### src/rtl/movavg_window.sv
module movavg_window #(
  parameter int WIDTH = 32,
  parameter int L     = 8
) (
  input  logic                    clk,
  input  logic                    rst,
  input  logic                    in_valid,
  input  logic signed [WIDTH-1:0] in_sample,
  output logic                    out_valid,
  output logic signed [WIDTH-1:0] out_avg
);
  localparam int SHIFT = $clog2(L);
  localparam int SUM_W = WIDTH + SHIFT;
  localparam int TAPS  = L - 1;

  logic signed [WIDTH-1:0] taps_q [TAPS];
  logic signed [SUM_W-1:0] win_sum;
  logic signed [SUM_W-1:0] sum_q;

  always_comb begin
    win_sum = SUM_W'(in_sample);
    for (int i = 0; i < TAPS; i++)
      win_sum = win_sum + SUM_W'(taps_q[i]);
  end

  always_ff @(posedge clk) begin
    if (rst) begin
      for (int i = 0; i < TAPS; i++) taps_q[i] <= '0;
      sum_q     <= '0;
      out_valid <= 1'b0;
    end else begin
      out_valid <= in_valid;
      if (in_valid) begin
        taps_q[0] <= in_sample;
        for (int i = 1; i < TAPS; i++) taps_q[i] <= taps_q[i-1];
        sum_q <= win_sum;
      end
    end
  end

  // dropping the low SHIFT bits of a two's complement sum floors the quotient
  assign out_avg = sum_q[SUM_W-1:SHIFT];
endmodule

### config.mk
export PLATFORM = sky130hd
export DESIGN_NAME = movavg_window
export DESIGN_NICKNAME = d
export VERILOG_FILES = /design/src/rtl/movavg_window.sv
export SDC_FILE = /design/constraint.sdc
export NUM_CORES = 1
export LEC_CHECK = 0
export BUFFER_PORTS_ARGS = -buffer_cell sky130_fd_sc_hd__buf_2
export CORE_UTILIZATION = 42
export CTS_BUF_LIST = sky130_fd_sc_hd__clkbuf_16
export DETAILED_ROUTE_END_ITERATION = 16
export GPL_TIMING_DRIVEN = 0
export PLACE_DENSITY = 0.54
export SYNTH_ARGS = -nofsm -noshare
export SYNTH_HDL_FRONTEND = slang
export SYNTH_SLANG_ARGS = --single-unit
### constraint.sdc
create_clock -name clk -period 14.7 [get_ports clk]
set_input_delay 2.205 -clock clk [delete_from_list [all_inputs] [get_ports clk]]
set_output_delay 2.205 -clock clk [all_outputs]
set_load 0.02 [all_outputs]
==> flow_summary.yaml <==
pwr:
  seq_power_share_pct: 25.0
  p_per_area_mw_per_mm2: 204
  p_comb_share_pct: 56.5
  swShare_pct: 43.1
  p_sw_mw: 1.58
  leakagePower_nw: 8.18
  p_int_mw: 2.09
  clock_power_share_pct: 18.5
  ir_drop_mv: 0.118
clocking:
  cts.clk_slew.worst_paths_ps: 60
  post_cts_buffers: 0
  cts_buffer_depth: 3
  cts_tree: "yes"
  cts-root-buf: "clkbuf_16"
  ctsHoldBuffers: 0
  clock_latency_ps: 570
  cts_resized: 0
  cts.sinks: 257
  cts_made_buffers: 30
  htreeDepth: 1
worst_setup_path:
  critical_path_peak_fanout: 4
  r2r-start: "taps_q[5][2]"
  worstRegToRegCells: 16
  startpoint_type: "input port"
  worstSetupPathType: "in -> reg"
  cp_data_required_time_ps: 15160
  r2r_slack_ps: 9860
  reg2reg_to: "sum_q[30]"
  cp-end-kind: "flip-flop"
  cp.arrival_ps: 6640
routing:
  drt-wirelength-per-cell_microns: 16.1
  drt-total-wl_mm: 33.4
  vias: 9582
  drt_iter0_markers: 496
  postRouteAntennaNets: 0
  drtPass1Iterations: 7
  viasPerCell: 4.62
  drc: 0
finish:
  multi_input_area_sq_mm: 0.00697
  utilization_pct: 47.6
  area_growth_pct: 11.7
  n_fill_cell: 3614
  fin_area_sq_mm: 0.0179
  layout.cells.most_common: "inv_1"
  final_cells: 2072
  diodes: 0
  fin_nets: 1800
  final_layout_size_suffix_gt1_share_pct: 7.50
  regArea_sq_mm: 0.00739
  mostFrequentLayoutCells: "inv_1 (423), edfxtp_1 (224), nor2_1 (212), fa_1 (194), buf_2 (67)"
die:
  die_w_microns: 198
  dieHeight_microns: 198
  fp-row-count: 71
  initial_utilization_pct: 42.6
  io-pin-count: 68
  core-area_sq_mm: 0.0377
  die_area_sq_mm: 0.0390
worst_hold_path:
  hp-class: "reg -> reg"
  holdPathEnd: "sum_q[34]"
  hold-path-cell-count: 2
  hp-start: "sum_q[34]"
timing:
  final.setup.tns_ps: 0
  fin_crit_ps: 6170
  fin_ws_ps: 8530
  finClkSkew_ps: 9.27
  hold_viol: 0
  rsz0062_at_grt: "false"
  max_freq_mhz: 162
  fin_crit_sh_pct: 42.0
  setup_viol: 0
  maxSlewHeadroom_pct: 28.6
  max_slew.worst_pin.slew_ps: 1070
  drv_slew: 0
synth:
  synth_compound_area_share_pct: 4.95
  synth_cells: 1439
  yosys.area.top_type: "edfxtp_1"
  ys_seq_area_share_pct: 46.0
  yosysWarnings: 0
  synth_fa_ha_area_share_pct: 26.8
  synth_edf_count: 224
  avgSynthCellArea_sq_um: 11.2
  syn-num-nets: 1702
  synth_top_family_by_area: "adder cells"
  synth-xor-area-share_pct: 1.53
  synth-simple-area-share_pct: 9.26
  synth_flop_cell: "edfxtp_1"
  synthArstFlopShare_pct: 0
  syn_area_sq_mm: 0.0161
  synth_seq_cells: 257
  synthMuxAreaShare_pct: 0.810
  synthTopCellsByArea: "edfxtp_1 (42%), fa_1 (24%), inv_1 (9.6%), nor2_1 (5.0%), dfxtp_1 (4.1%)"
  synth.distinct_cells: 54
  synth_top_area_share_pct: 41.9
placed_design:
  hpwl_mm: 24.6
  dp_slack_ps: 7950
  post_dp_cell_area_sq_mm: 0.0171
  place_inst: 2016
  port_buffers: 65
  gp_congestion: 0.815
job:
  maxCapViolCount: 0
grt:
  grt_overflow_total: 0
  grt_pass1_wl_mm: 54.6
  track_usage_pct: 18.3
  grt_pass1_vias: 10100
  grt_max_degree: 120
  antenna_found_initial: 0
status:
  status: "complete, no violations"
-- kinds of logic after synthesis --
family | count (synthesis)
flops | 257
compound gates | 120
simple gates | 339
fa+ha+maj | 228
buf+inv | 454
xor+xnor | 28
mux | 13
-- power by group through the flow --
stage	sequential [mW]	combinational [mW]	clock [mW]
2_1_floorplan	0.946	1.55	0
3_3_place_gp	0.939	2.06	0
3_5_place_dp	0.931	2.07	0
4_1_cts	0.917	2.09	0.697
5_1_grt	0.923	2.35	0.724
6_report	0.917	2.07	0.678
-- final cells by class --
type | instances | area share, %
Timing Repair Buffer | 66 | 1.97
Tap cell | 511 | 3.56
Clock inverter | 25 | 0.565
Inverter | 412 | 8.66
Buffer | 42 | 0.893
Clock buffer | 31 | 4.32
Multi-Input combinational cell | 728 | 38.8
Sequential cell | 257 | 41.2
-- metrics by stage --
step / power [mW] / hold slack [ps]
floorplan: 2.50 / 529
global placement: 3.00 / 494
detailed placement: 3.00 / 494
CTS: 3.70 / 508
global route: 4.00 / 519
finish: 3.67 / 509
-- synthesized netlist by cell type (6+ instances only) --
master,instances
a21oi_1,31
edfxtp_1,224
inv_1,412
and2_1,42
clkbuf_1,38
nand2_1,40
mux2i_1,13
xnor2_1,23
nand3_1,7
a21o_1,14
dfxtp_1,33
fa_1,194
nand4_1,14
ha_1,34
nor2_1,212
nand2b_1,6
o21ai_0,27
-- sequential cells by signal, indices dropped and copies added (netlist names) --
| signal | flops |
|---|---|
| sum_q | 32 |
| taps_q | 224 |
| out_valid | 1 |
-- critical path: stages --
cell      delay [ps]
buf_2             80
inv_1             50
fa_1             520
inv_1             50
fa_1             480
fa_1             520
fa_1             440
nor2b_1          180
fa_1             470
a21o_1           200
nand4_1          110
nand2_1          110
a21boi_2         300
o311ai_2         260
o21ai_0          350
mux2i_1          240
nand2_1           60
-- layer usage --
layer / up-vias / GRT usage, % / share of wire, % / wire [microns]
li1: 4603 / - / - / -
met1: 4809 / 26.5 / 48 / 16100
met2: 131 / 29.3 / 46 / 15500
met3: 39 / 2.36 / 3.1 / 1040
met4: 0 / 4.22 / 2.2 / 734
met5: - / 0 / 0 / 0
-- worst max-delay path by stage --
stage	startpoint	to	slack [ps]	cells after the start
finish	in_sample[2]	sum_q[30]	8530	17
global route	in_sample[5]	sum_q[33]	8260	18
CTS	in_sample[2]	sum_q[30]	8540	17
detailed placement	in_sample[2]	sum_q[30]	7950	17
global placement	rst	taps_q[5][23]	4220	4
floorplan	rst	taps_q[0][0]	7050	4
Note: power is estimated with default switching activity, not from simulation.
